$ cat src/rtl/mbx_pkg.sv
package mbx_pkg;
    localparam int MBX_BYTES = 64;

    typedef enum logic [2:0] {
        L_IDLE, L_ADDR, L_ADDR_ACK, L_WR_DATA, L_WR_ACK, L_RD_DATA, L_RD_ACK
    } link_st_e;

    typedef enum logic [1:0] {X_NONE, X_WRITE, X_READ} xact_e;

    localparam logic [1:0] REGION_RX  = 2'd0;
    localparam logic [1:0] REGION_TX  = 2'd1;
    localparam logic [1:0] REGION_CSR = 2'd2;

    localparam logic [2:0] CSR_OWN    = 3'd0;
    localparam logic [2:0] CSR_MASK   = 3'd1;
    localparam logic [2:0] CSR_FLAGS  = 3'd2;
    localparam logic [2:0] CSR_RX_PTR = 3'd3;
    localparam logic [2:0] CSR_TX_PTR = 3'd4;

    localparam int EV_RD_START = 0;
    localparam int EV_RD_END   = 1;
    localparam int EV_WR_END   = 2;
endpackage

$ cat src/rtl/mbx_sync.sv
module mbx_sync (
    input  logic clk,
    input  logic rst_n,
    input  logic scl_i,
    input  logic sda_i,
    output logic sda_s,
    output logic scl_rise,
    output logic scl_fall,
    output logic start_det,
    output logic stop_det
);
    typedef struct packed {
        logic [1:0] scl_ff;
        logic [1:0] sda_ff;
        logic       scl_p;
        logic       sda_p;
    } sync_t;

    sync_t r_d, r_q;

    always_comb begin
        r_d.scl_ff = {r_q.scl_ff[0], scl_i};
        r_d.sda_ff = {r_q.sda_ff[0], sda_i};
        r_d.scl_p  = r_q.scl_ff[1];
        r_d.sda_p  = r_q.sda_ff[1];
    end

    always_ff @(posedge clk or negedge rst_n) begin
        if (!rst_n) r_q <= '1;
        else        r_q <= r_d;
    end

    logic scl_s;
    assign scl_s     = r_q.scl_ff[1];
    assign sda_s     = r_q.sda_ff[1];
    assign scl_rise  = scl_s & ~r_q.scl_p;
    assign scl_fall  = ~scl_s & r_q.scl_p;
    assign start_det = scl_s & r_q.scl_p & r_q.sda_p & ~sda_s;
    assign stop_det  = scl_s & r_q.scl_p & ~r_q.sda_p & sda_s;
endmodule

$ cat src/rtl/mbx_file.sv
module mbx_file #(
    parameter int BYTES = mbx_pkg::MBX_BYTES
) (
    input  logic                      clk,
    input  logic                      rst_n,
    input  logic                      byte_we,
    input  logic [$clog2(BYTES)-1:0]  byte_idx,
    input  logic [7:0]                byte_wdata,
    input  logic                      word_we,
    input  logic [$clog2(BYTES/4)-1:0] word_idx,
    input  logic [31:0]               word_wdata,
    output logic [BYTES*8-1:0]        contents
);
    localparam int BITS = BYTES * 8;

    logic [BITS-1:0] mem_d, mem_q;

    always_comb begin
        mem_d = mem_q;
        if (word_we) mem_d[{word_idx, 5'b0} +: 32] = word_wdata;
        if (byte_we) mem_d[{byte_idx, 3'b0} +: 8]  = byte_wdata;
    end

    always_ff @(posedge clk or negedge rst_n) begin
        if (!rst_n) mem_q <= '0;
        else        mem_q <= mem_d;
    end

    assign contents = mem_q;
endmodule

$ cat src/rtl/mbx_link.sv
module mbx_link #(
    parameter int BYTES = mbx_pkg::MBX_BYTES,
    localparam int PTR_W = $clog2(BYTES),
    localparam int TXP_W = PTR_W + 3
) (
    input  logic             clk,
    input  logic             rst_n,
    input  logic             sda_s,
    input  logic             scl_rise,
    input  logic             scl_fall,
    input  logic             start_det,
    input  logic             stop_det,
    input  logic [6:0]       own_addr,
    input  logic             tx_bit,
    output logic             sda_oe,
    output logic             rx_we,
    output logic [PTR_W-1:0] rx_idx,
    output logic [7:0]       rx_data,
    output logic [PTR_W-1:0] rx_ptr,
    output logic [TXP_W-1:0] tx_ptr,
    output logic [2:0]       ev
);
    import mbx_pkg::*;

    typedef struct packed {
        link_st_e         st;
        logic [3:0]       bits;
        logic [7:0]       shreg;
        logic             rw;
        logic             nack;
        logic             drive;
        xact_e            xact;
        logic [PTR_W-1:0] rxp;
        logic [TXP_W-1:0] txp;
        logic [2:0]       ev;
        logic             rx_we;
        logic [PTR_W-1:0] rx_idx;
        logic [7:0]       rx_data;
    } link_t;

    link_t r_d, r_q;

    always_comb begin
        r_d       = r_q;
        r_d.ev    = '0;
        r_d.rx_we = 1'b0;
        if (start_det || stop_det) begin
            if (r_q.xact == X_READ)       r_d.ev[EV_RD_END] = 1'b1;
            else if (r_q.xact == X_WRITE) r_d.ev[EV_WR_END] = 1'b1;
            r_d.xact  = X_NONE;
            r_d.drive = 1'b0;
            r_d.bits  = '0;
            r_d.st    = start_det ? L_ADDR : L_IDLE;
        end else begin
            case (r_q.st)
                L_ADDR, L_WR_DATA: begin
                    if (scl_rise && r_q.bits < 4'd8) begin
                        r_d.shreg = {r_q.shreg[6:0], sda_s};
                        r_d.bits  = r_q.bits + 4'd1;
                    end else if (scl_fall && r_q.bits == 4'd8) begin
                        if (r_q.st == L_ADDR) begin
                            if (r_q.shreg[7:1] == own_addr) begin
                                r_d.drive = 1'b1;
                                r_d.rw    = r_q.shreg[0];
                                r_d.xact  = r_q.shreg[0] ? X_READ : X_WRITE;
                                r_d.ev[EV_RD_START] = r_q.shreg[0];
                                r_d.st    = L_ADDR_ACK;
                            end else begin
                                r_d.st = L_IDLE;
                            end
                        end else begin
                            r_d.rx_we   = 1'b1;
                            r_d.rx_idx  = r_q.rxp;
                            r_d.rx_data = r_q.shreg;
                            r_d.rxp     = r_q.rxp + 1'b1;
                            r_d.drive   = 1'b1;
                            r_d.st      = L_WR_ACK;
                        end
                    end
                end
                L_ADDR_ACK: if (scl_fall) begin
                    r_d.drive = 1'b0;
                    r_d.bits  = '0;
                    r_d.st    = r_q.rw ? L_RD_DATA : L_WR_DATA;
                end
                L_WR_ACK: if (scl_fall) begin
                    r_d.drive = 1'b0;
                    r_d.bits  = '0;
                    r_d.st    = L_WR_DATA;
                end
                L_RD_DATA: if (scl_fall) begin
                    r_d.txp  = r_q.txp + 1'b1;
                    r_d.bits = r_q.bits + 4'd1;
                    if (r_q.bits == 4'd7) r_d.st = L_RD_ACK;
                end
                L_RD_ACK: begin
                    if (scl_rise) r_d.nack = sda_s;
                    if (scl_fall) begin
                        r_d.bits = '0;
                        r_d.st   = r_q.nack ? L_IDLE : L_RD_DATA;
                    end
                end
                default: ;
            endcase
        end
    end

    always_ff @(posedge clk or negedge rst_n) begin
        if (!rst_n) begin
            r_q    <= '0;
            r_q.st <= L_IDLE;
        end else begin
            r_q <= r_d;
        end
    end

    assign sda_oe  = r_q.drive | ((r_q.st == L_RD_DATA) & ~tx_bit);
    assign rx_we   = r_q.rx_we;
    assign rx_idx  = r_q.rx_idx;
    assign rx_data = r_q.rx_data;
    assign rx_ptr  = r_q.rxp;
    assign tx_ptr  = r_q.txp;
    assign ev      = r_q.ev;
endmodule

$ cat src/rtl/i2c_word_mailbox.sv
module i2c_word_mailbox #(
    parameter int         FILE_BYTES = mbx_pkg::MBX_BYTES,
    parameter logic [6:0] DEF_ADDR   = 7'h42,
    localparam int WORDS  = FILE_BYTES / 4,
    localparam int WIDX_W = $clog2(WORDS),
    localparam int PTR_W  = $clog2(FILE_BYTES),
    localparam int TXP_W  = PTR_W + 3,
    localparam int HA_W   = WIDX_W + 2
) (
    input  logic            clk,
    input  logic            rst_n,
    input  logic            scl_i,
    input  logic            sda_i,
    output logic            sda_oe,
    input  logic            hst_we,
    input  logic [HA_W-1:0] hst_addr,
    input  logic [31:0]     hst_wdata,
    output logic [31:0]     hst_rdata,
    output logic            irq
);
    import mbx_pkg::*;

    logic sda_s, scl_rise, scl_fall, start_det, stop_det;
    logic tx_bit, rx_we;
    logic [PTR_W-1:0] rx_idx, rx_ptr;
    logic [7:0] rx_data;
    logic [TXP_W-1:0] tx_ptr;
    logic [2:0] ev;
    logic [FILE_BYTES*8-1:0] rx_contents, tx_contents;

    typedef struct packed {
        logic [6:0] own;
        logic [2:0] mask;
        logic [2:0] flags;
    } csr_t;

    csr_t r_d, r_q;

    logic [1:0]        region;
    logic [WIDX_W-1:0] widx;
    logic              csr_hit;
    logic              tx_word_we;
    logic [2:0]        clr;

    assign region     = hst_addr[HA_W-1 -: 2];
    assign widx       = hst_addr[WIDX_W-1:0];
    assign csr_hit    = (region == REGION_CSR) && (hst_addr[WIDX_W-1:3] == '0);
    assign tx_word_we = hst_we && (region == REGION_TX);

    mbx_sync u_sync (
        .clk(clk), .rst_n(rst_n), .scl_i(scl_i), .sda_i(sda_i),
        .sda_s(sda_s), .scl_rise(scl_rise), .scl_fall(scl_fall),
        .start_det(start_det), .stop_det(stop_det)
    );

    mbx_link #(.BYTES(FILE_BYTES)) u_link (
        .clk(clk), .rst_n(rst_n), .sda_s(sda_s), .scl_rise(scl_rise),
        .scl_fall(scl_fall), .start_det(start_det), .stop_det(stop_det),
        .own_addr(r_q.own), .tx_bit(tx_bit), .sda_oe(sda_oe),
        .rx_we(rx_we), .rx_idx(rx_idx), .rx_data(rx_data),
        .rx_ptr(rx_ptr), .tx_ptr(tx_ptr), .ev(ev)
    );

    mbx_file #(.BYTES(FILE_BYTES)) u_rx (
        .clk(clk), .rst_n(rst_n), .byte_we(rx_we), .byte_idx(rx_idx),
        .byte_wdata(rx_data), .word_we(1'b0), .word_idx('0),
        .word_wdata('0), .contents(rx_contents)
    );

    mbx_file #(.BYTES(FILE_BYTES)) u_tx (
        .clk(clk), .rst_n(rst_n), .byte_we(1'b0), .byte_idx('0),
        .byte_wdata('0), .word_we(tx_word_we), .word_idx(widx),
        .word_wdata(hst_wdata), .contents(tx_contents)
    );

    assign tx_bit = tx_contents[{tx_ptr[TXP_W-1:3], ~tx_ptr[2:0]}];

    always_comb begin
        r_d = r_q;
        clr = '0;
        if (hst_we && csr_hit) begin
            case (hst_addr[2:0])
                CSR_OWN:   r_d.own  = hst_wdata[6:0];
                CSR_MASK:  r_d.mask = hst_wdata[2:0];
                CSR_FLAGS: clr      = hst_wdata[2:0];
                default: ;
            endcase
        end
        r_d.flags = (r_q.flags & ~clr) | ev;
    end

    always_ff @(posedge clk or negedge rst_n) begin
        if (!rst_n) begin
            r_q.own   <= DEF_ADDR;
            r_q.mask  <= '0;
            r_q.flags <= '0;
        end else begin
            r_q <= r_d;
        end
    end

    always_comb begin
        hst_rdata = '0;
        case (region)
            REGION_RX: hst_rdata = rx_contents[{widx, 5'b0} +: 32];
            REGION_TX: hst_rdata = tx_contents[{widx, 5'b0} +: 32];
            REGION_CSR: if (csr_hit) begin
                case (hst_addr[2:0])
                    CSR_OWN:    hst_rdata = 32'(r_q.own);
                    CSR_MASK:   hst_rdata = 32'(r_q.mask);
                    CSR_FLAGS:  hst_rdata = 32'(r_q.flags);
                    CSR_RX_PTR: hst_rdata = 32'(rx_ptr);
                    CSR_TX_PTR: hst_rdata = 32'(tx_ptr);
                    default:    hst_rdata = '0;
                endcase
            end
            default: hst_rdata = '0;
        endcase
    end

    assign irq = |(r_q.flags & r_q.mask);

    logic [2:0] flags_vis;
    assign flags_vis = r_q.flags;
endmodule


$ cat config.mk
export PLATFORM = sky130hd
export DESIGN_NAME = i2c_word_mailbox
export DESIGN_NICKNAME = d
export VERILOG_FILES = /design/src/rtl/mbx_pkg.sv /design/src/rtl/mbx_sync.sv /design/src/rtl/mbx_file.sv /design/src/rtl/mbx_link.sv /design/src/rtl/i2c_word_mailbox.sv
export SDC_FILE = /design/constraint.sdc
export NUM_CORES = 2
export LEC_CHECK = 0
export CORE_ASPECT_RATIO = 1.25
export CORE_MARGIN = 4
export CORE_UTILIZATION = 63
export DETAILED_ROUTE_END_ITERATION = 6
export PLACE_DENSITY = 0.76
export REMOVE_ABC_BUFFERS = 1
export SKIP_LAST_GASP = 1
export SLEW_MARGIN = 20
export SYNTH_ARGS = -nofsm -noshare
export SYNTH_HDL_FRONTEND = slang
export SYNTH_SLANG_ARGS = --single-unit
export TNS_END_PERCENT = 50
$ cat constraint.sdc
create_clock -name clk -period 3.65 [get_ports clk]
set_input_delay 0.5475 -clock clk [delete_from_list [all_inputs] [get_ports clk]]
set_output_delay 0.5475 -clock clk [all_outputs]
set_load 0.05 [all_outputs]
* Yosys cells after proc, flatten, opt, wreduce, memory -nomap -nowiden
Index checks and enable logic that the tools add are counted.
** Operators by class
- Add/subtract/negate cells :: 5
- $lt $le $gt $ge :: 2
- Div/mod/pow operators :: 0
- Eq/ne operators :: 28
- Multiplexer cells :: 46
- Reductions and logical operators :: 28
- Multipliers :: 0
- Bitwise gates (word level) :: 23
- Shifts and indexed selects :: 6
** Operators by type and width (count)
- bitwise mux 512 bit :: 2
- indexed part select 512 x 10 -> 32 bit :: 2
- variable shift 32 x 11 -> 512 bit (first input constant) :: 1
- variable shift 8 x 11 -> 512 bit (first input constant) :: 1
- indexed part select 32 x 11 -> 512 bit :: 1
- indexed part select 8 x 11 -> 512 bit :: 1
- one-hot mux 32 bit (3 select lines) :: 1
- two-way mux 16 bit :: 4
- one-hot mux 9 bit (5 select lines) :: 1
- two-way mux 7 bit :: 5
- one-hot mux 7 bit (5 select lines) :: 1
- two-way mux 3 bit :: 10
- two-way mux 9 bit :: 3
- != test 3 x 1 -> 1 bit (second input constant) :: 8
- negation 9 -> 11 bit :: 2
- two-way mux 15 bit :: 1
- AND reduction 5 bit :: 3
- == test 3 x 2 -> 1 bit (second input constant) :: 4
- == test 3 bit (second input constant) :: 4
- two-way mux 12 bit :: 1
- AND reduction 6 bit :: 2
- < comparator 9 x 10 -> 1 bit (second input constant) :: 1
- adder 9 x 1 -> 9 bit (second input constant) :: 1
- binary-select mux 1 bit (select 9 bit) :: 1
- 35 further kinds :: 77
** Word-level totals
- Word-level logic and storage cells :: 160
- ROM bits :: 0
- Memories kept :: 0
- Input bits :: 43
- Bits in registers :: 1096
- Output and inout port bits :: 34
- RAM bits :: 0
- Bits in latches :: 0

* Longest topological paths before layout
- Depth in word-level cells :: 7
- Mapped depth :: 15
- Mapped depth without buffers :: 8

* Cells and area by module
A second synthesis with hierarchy kept.
** Unflattened totals
- Cell total of the unflattened synthesis :: 5837
- Area, all modules :: 69240.2 um^2
** Modules (own cells, without submodules)
- mbx_file (u_rx) :: seq. area each 12812.3 um^2, times used 1, cells each 2424, area an instance 27172.3 um^2
- mbx_file (u_tx) :: seq. area each 12812.3 um^2, times used 1, cells each 2173, area an instance 25928.6 um^2
- i2c_word_mailbox :: seq. area each 327.8 um^2, times used 1, cells each 986, area an instance 13117.6 um^2
- mbx_link :: seq. area each 1326.3 um^2, times used 1, cells each 244, area an instance 2831.5 um^2
- mbx_sync :: seq. area each 157.7 um^2, times used 1, cells each 10, area an instance 190.2 um^2

* Least setup slack after synthesis
OpenSTA, ideal clock, no wires.
- Path kind :: input to output
- Start point :: input hst_addr[1]
- End point :: output hst_rdata[2]
- Stages on the path :: 11
- Buffers on the path :: 5
- Path slack :: -0.336 ns
- Required time :: 3.102 ns
- Arrival time :: 3.439 ns
- Path through :: clkbuf_1 inv_1 buf_2 buf_1 clkbuf_1 ha_1 ha_1 buf_1 a222oi_1 o21a_1 o22ai_1
** Between the ends
- Word-level cells in the longest chain between the ends :: 4
- Elaborated cells between the ends (all ways) :: 10
- Those cells by class :: 4 x eq/ne; 2 x shift; 3 x mux; 1 x reduce/logical
** RTL lines
- start, declared :: line i2c_word_mailbox.sv:16 : input logic [HA_W-1:0] hst_addr,
- parallel branches: the longest is 3 deep, another holds indexed part select 512 x 10 -> 32 bit
- one-hot mux 32 bit (3 select lines) * :: line i2c_word_mailbox.sv:104 : case (region)
- end, declared :: line i2c_word_mailbox.sv:18 : output logic [31:0] hst_rdata,
Mark *: on every way between the ends.

* Worst setup path in the final report
- Start point :: register u_link.r_q (netlist bit u_link.tx_ptr[1])
- End point :: output sda_oe
** Between the ends
- Word-level cells in the longest chain between the ends :: 6
** RTL lines
- start, declared :: line mbx_link.sv:41 : link_t r_d, r_q;
- start signal, assigned :: line mbx_link.sv:113 : r_q <= r_d;
- NOT 3 bit :: line i2c_word_mailbox.sv:76 : assign tx_bit = tx_contents[{tx_ptr[TXP_W-1:3], ~tx_ptr[2:0]}];
- binary-select mux 1 bit (select 9 bit) :: line i2c_word_mailbox.sv:76
- two-way mux 1 bit (not written as such) :: line i2c_word_mailbox.sv:76
- NOT 1 bit :: line mbx_link.sv:117 : assign sda_oe = r_q.drive | ((r_q.st == L_RD_DATA) & ~tx_bit);
- bitwise AND 1 bit :: line mbx_link.sv:117
- OR 1 bit :: line mbx_link.sv:117
- end, declared :: line i2c_word_mailbox.sv:14 : output logic sda_oe,
No other way between the ends. The select of a mux whose other input is x is not followed.

==> impl_metrics.env <==
export IMPL_cts_buffers=107
export IMPL_fin_crit_ps=4520
export IMPL_crit_buf_inv=4
export IMPL_fp_row_count=121
export IMPL_hold_worst_slack_ps=277
export IMPL_cts_htree_levels=3
export IMPL_final_antenna_net_count=0
export IMPL_crit_chain="buf_12, buf_12, mux4_2, mux4_2, mux2_4, nor3_2, o41ai_1, o32ai_1, buf_4, buf_8"
export IMPL_clk_pin_slew_ps=70
export IMPL_cp_required_ps=3100
export IMPL_cap_violations=0
export IMPL_cp_max_fo=6
export IMPL_maxSlewViolCount=0
export IMPL_grt_usage_pct=45.7
export IMPL_vias=44407
export IMPL_ctsLongestPathBuffers=3
export IMPL_ff_latch_area_um2=27400
export IMPL_cts_sinks=1096
export IMPL_critPathCaptureType="output port"
export IMPL_synth_ff_type="dfrtp_1"
export IMPL_area_growth_pct=14.8
export IMPL_place_area_um2=59100
export IMPL_slowest_stage="mux4_2"
export IMPL_antenna_found_initial=11
export IMPL_worstHoldPathType="in -> reg"
export IMPL_p_leak_nw=28.1
export IMPL_violations="DRC, setup timing"
export IMPL_worst_ir_drop_vdd_mv=0.534
export IMPL_p_seq_share_pct=43.3
export IMPL_synthCells=4611
export IMPL_pwr_share_clk_pct=39.1
export IMPL_fill_cells=5803
export IMPL_totalWireLength_mm=211
export IMPL_cts_tree="yes"
export IMPL_setup_violations=2
export IMPL_crit_family="multiplexers"
export IMPL_wl_per_cell_um=35.1
export IMPL_p_per_area_nw_per_um2=483
export IMPL_grt_first_pass_wirelength_mm=306
export IMPL_clock_latency_ps=710
export IMPL_ys_ff_latch=1096
export IMPL_setup_slack_ps=-869
export IMPL_fmax_mhz=221
export IMPL_p_comb_share_pct=17.6
export IMPL_crit_arrival_ps=3970
export IMPL_die_area_um2=92700
export IMPL_cp_depth=10
export IMPL_nets=4807
export IMPL_intPower_mw=22.0
export IMPL_instances_no_fill=6010
export IMPL_multiInputGateArea_um2=26400
export IMPL_place_congestion=1.04
export IMPL_critPathMaxStageDelay_ps=700
export IMPL_coreArea_um2=87100
export IMPL_switching_share_pct=28.4
export IMPL_drive_above_1_share_pct=32.9
export IMPL_grt_overflow=0
export IMPL_skew_ps=27.1
export IMPL_slew_headroom_pct=17.4
export IMPL_drtIter0Drc=6751
export IMPL_placed_cells=5784
export IMPL_drc=6
export IMPL_final_area_um2=63500
export IMPL_die_x_um=273
export IMPL_async_flop_share_pct=100
export IMPL_start_kind="flop"
export IMPL_hpwl_mm=146
export IMPL_synth_cell_types=85
export IMPL_grt_pass1_vias=44580
export IMPL_post_place_ws_ps=-305
export IMPL_dr_pass1_iters=7
export IMPL_status="finished with violations"
export IMPL_grt_max_degree=114
export IMPL_via_per_inst=7.39
export IMPL_yosysWarnings=0
export IMPL_p_sw_mw=8.70
export IMPL_synth_area_per_cell_um2=12.0
export IMPL_hold_viol=0
export IMPL_start_util_pct=63.6
export IMPL_cts_root_buffer="clkbuf_16"
export IMPL_fin_crit_sh_pct=124
export IMPL_min_path_cells=1
export IMPL_finalPower_mw=30.7
export IMPL_synth_edf_count=0
export IMPL_rr_worst_depth=10
export IMPL_rsz0062_at_grt="yes"
export IMPL_syn_cell_area_um2=55300
export IMPL_worst_slew_pin_slew_ps=1240
export IMPL_ys_seq_area_share_pct=49.6
export IMPL_chipHeight_um=339
export IMPL_port_buffer_count=76
export IMPL_crit_type="reg -> out"
export IMPL_io_pin_count=77
cell usage after synthesis, drive strengths merged, types with 12 or more instances:
cell | instances | area share, %
nand2b | 17 | 0.19
buf | 148 | 1.4
ha | 13 | 0.29
o41ai | 68 | 1.1
nand4 | 13 | 0.15
mux2i | 72 | 1.3
a211oi | 16 | 0.24
mux2 | 537 | 11
and3 | 12 | 0.14
dfrtp | 1088 | 49
a21oi | 26 | 0.26
nand3 | 55 | 0.55
clkbuf | 236 | 1.6
o22ai | 24 | 0.27
xnor2 | 14 | 0.22
o21ai | 493 | 4.5
nor3 | 26 | 0.27
nor2b | 25 | 0.28
a22oi | 18 | 0.24
inv | 34 | 0.23
xor2 | 17 | 0.27
a31oi | 14 | 0.16
nand2 | 962 | 6.6
nor2 | 141 | 1.2
o31ai | 17 | 0.24
mux4 | 391 | 16
stage by stage:
| step | util, % | TNS (ps) |
|---|---|---|
| after detailed placement | 67.9 | -5960 |
| after global routing | 73.0 | -863 |
| after CTS | 72.8 | -656 |
| final | 73.0 | -879 |
| after floorplan | - | -4062600 |
| after global placement | 67.9 | -5810 |
state kept, by name, summed over array words and instances, names as in the netlist, 2 cells and up:
name	cells
u_link.r_q	20
u_tx.contents	512
u_link.rx_ptr	6
u_link.tx_ptr	9
u_link.rx_data	8
r_q	10
u_sync.r_d	3
u_sync.r_q	2
u_link.rx_idx	6
u_link.ev	3
flags_vis	3
u_rx.contents	512
per-layer routing:
metal | routed length, um | vias up | global-route usage (%)
met5 | 63 | - | 0
met4 | 21200 | 8 | 33.4
met3 | 28100 | 1227 | 14.8
met2 | 92500 | 3848 | 67.7
met1 | 69300 | 22215 | 56.6
li1 | - | 17109 | -
cells in the final DEF, fill, tap and decap left out, drive strengths merged, types with 6 or more instances in the layout:
cell type	count
diode	6
o211ai	6
nor3	26
clkbuf	149
o221ai	8
mux4	391
and3	12
buf	371
mux2	537
nand2	962
dfrtp	1088
o21ai	493
o41ai	68
bufinv	14
a311oi	11
nor4	9
nor3b	11
and2	7
nand3	55
dfstp	8
a22oi	18
xor2	17
clkdlybuf4s50	37
clkinv	26
o22ai	24
xnor2	14
clkinvlp	9
inv	36
nand2b	17
a211oi	16
o31ai	17
ha	13
a21oi	26
nor2b	25
a31oi	14
a222oi	7
nand4	13
nor2	141
mux2i	72
final timing paths:
kind	startpoint	to	slack, ps
max	u_link.tx_ptr[1]$_DFFE_PN0P_	sda_oe	-870
min	sda_i	u_sync.r_d[3]$_DFF_PN1_	280
max reg2reg	u_link.rx_idx[0]$_DFFE_PN0P_	u_rx.contents[442]$_DFFE_PN0P_	310
min reg2reg	u_sync.r_d[3]$_DFF_PN1_	u_sync.sda_s$_DFF_PN1_	360
max in group asynchronous	rst_n	u_rx.contents[463]$_DFFE_PN0P_	2090
min in group asynchronous	rst_n	u_rx.contents[308]$_DFFE_PN0P_	400
cell type report:
type | count | share of cell area (%)
clock inverters | 49 | 1.02
well taps | 1168 | 2.30
diodes | 6 | 0.0236
flip-flops and latches | 1096 | 43.2
clock buffers | 145 | 4.89
repair buffers | 415 | 6.86
multi-input cells | 3095 | 41.5
inverters | 36 | 0.217
repair_timing:
action	4_1_cts	5_1_grt
pin swaps	6	0
endpoints found under the setup margin	33	31
endpoints found under the hold margin	40	0
buffers inserted	11	5
hold buffers	1	0
gates cloned	6	3
gates resized for setup	45	5
power groups by stage:
stage          Combinational (mW)  Sequential, mW  Clock (mW)
3_3_place_gp                 4.66            13.4           0
3_5_place_dp                 4.74            13.4           0
5_1_grt                      5.57            13.3        12.5
6_report                     5.40            13.3        12.0
4_1_cts                      5.20            13.2        12.0
2_1_floorplan                2.34            13.5           0
cells by family (layout without fill, tap and decap cells):
kind of cell             after synthesis  count (layout)  share of synthesized area, %
flip-flops                          1096            1096                          49.6
buffers and inverters                420             645                          3.27
adder cells (fa/ha/maj)               13              13                         0.294
other                                  0               6                             0
XOR/XNOR                              31              31                         0.491
multiplexers                        1000            1000                          28.1
AO/OA/AOI/OAI                        753             753                          8.22
AND/OR/NAND/NOR                     1298            1298                          10.0
No activity file was read; power rests on OpenSTA's default activity.
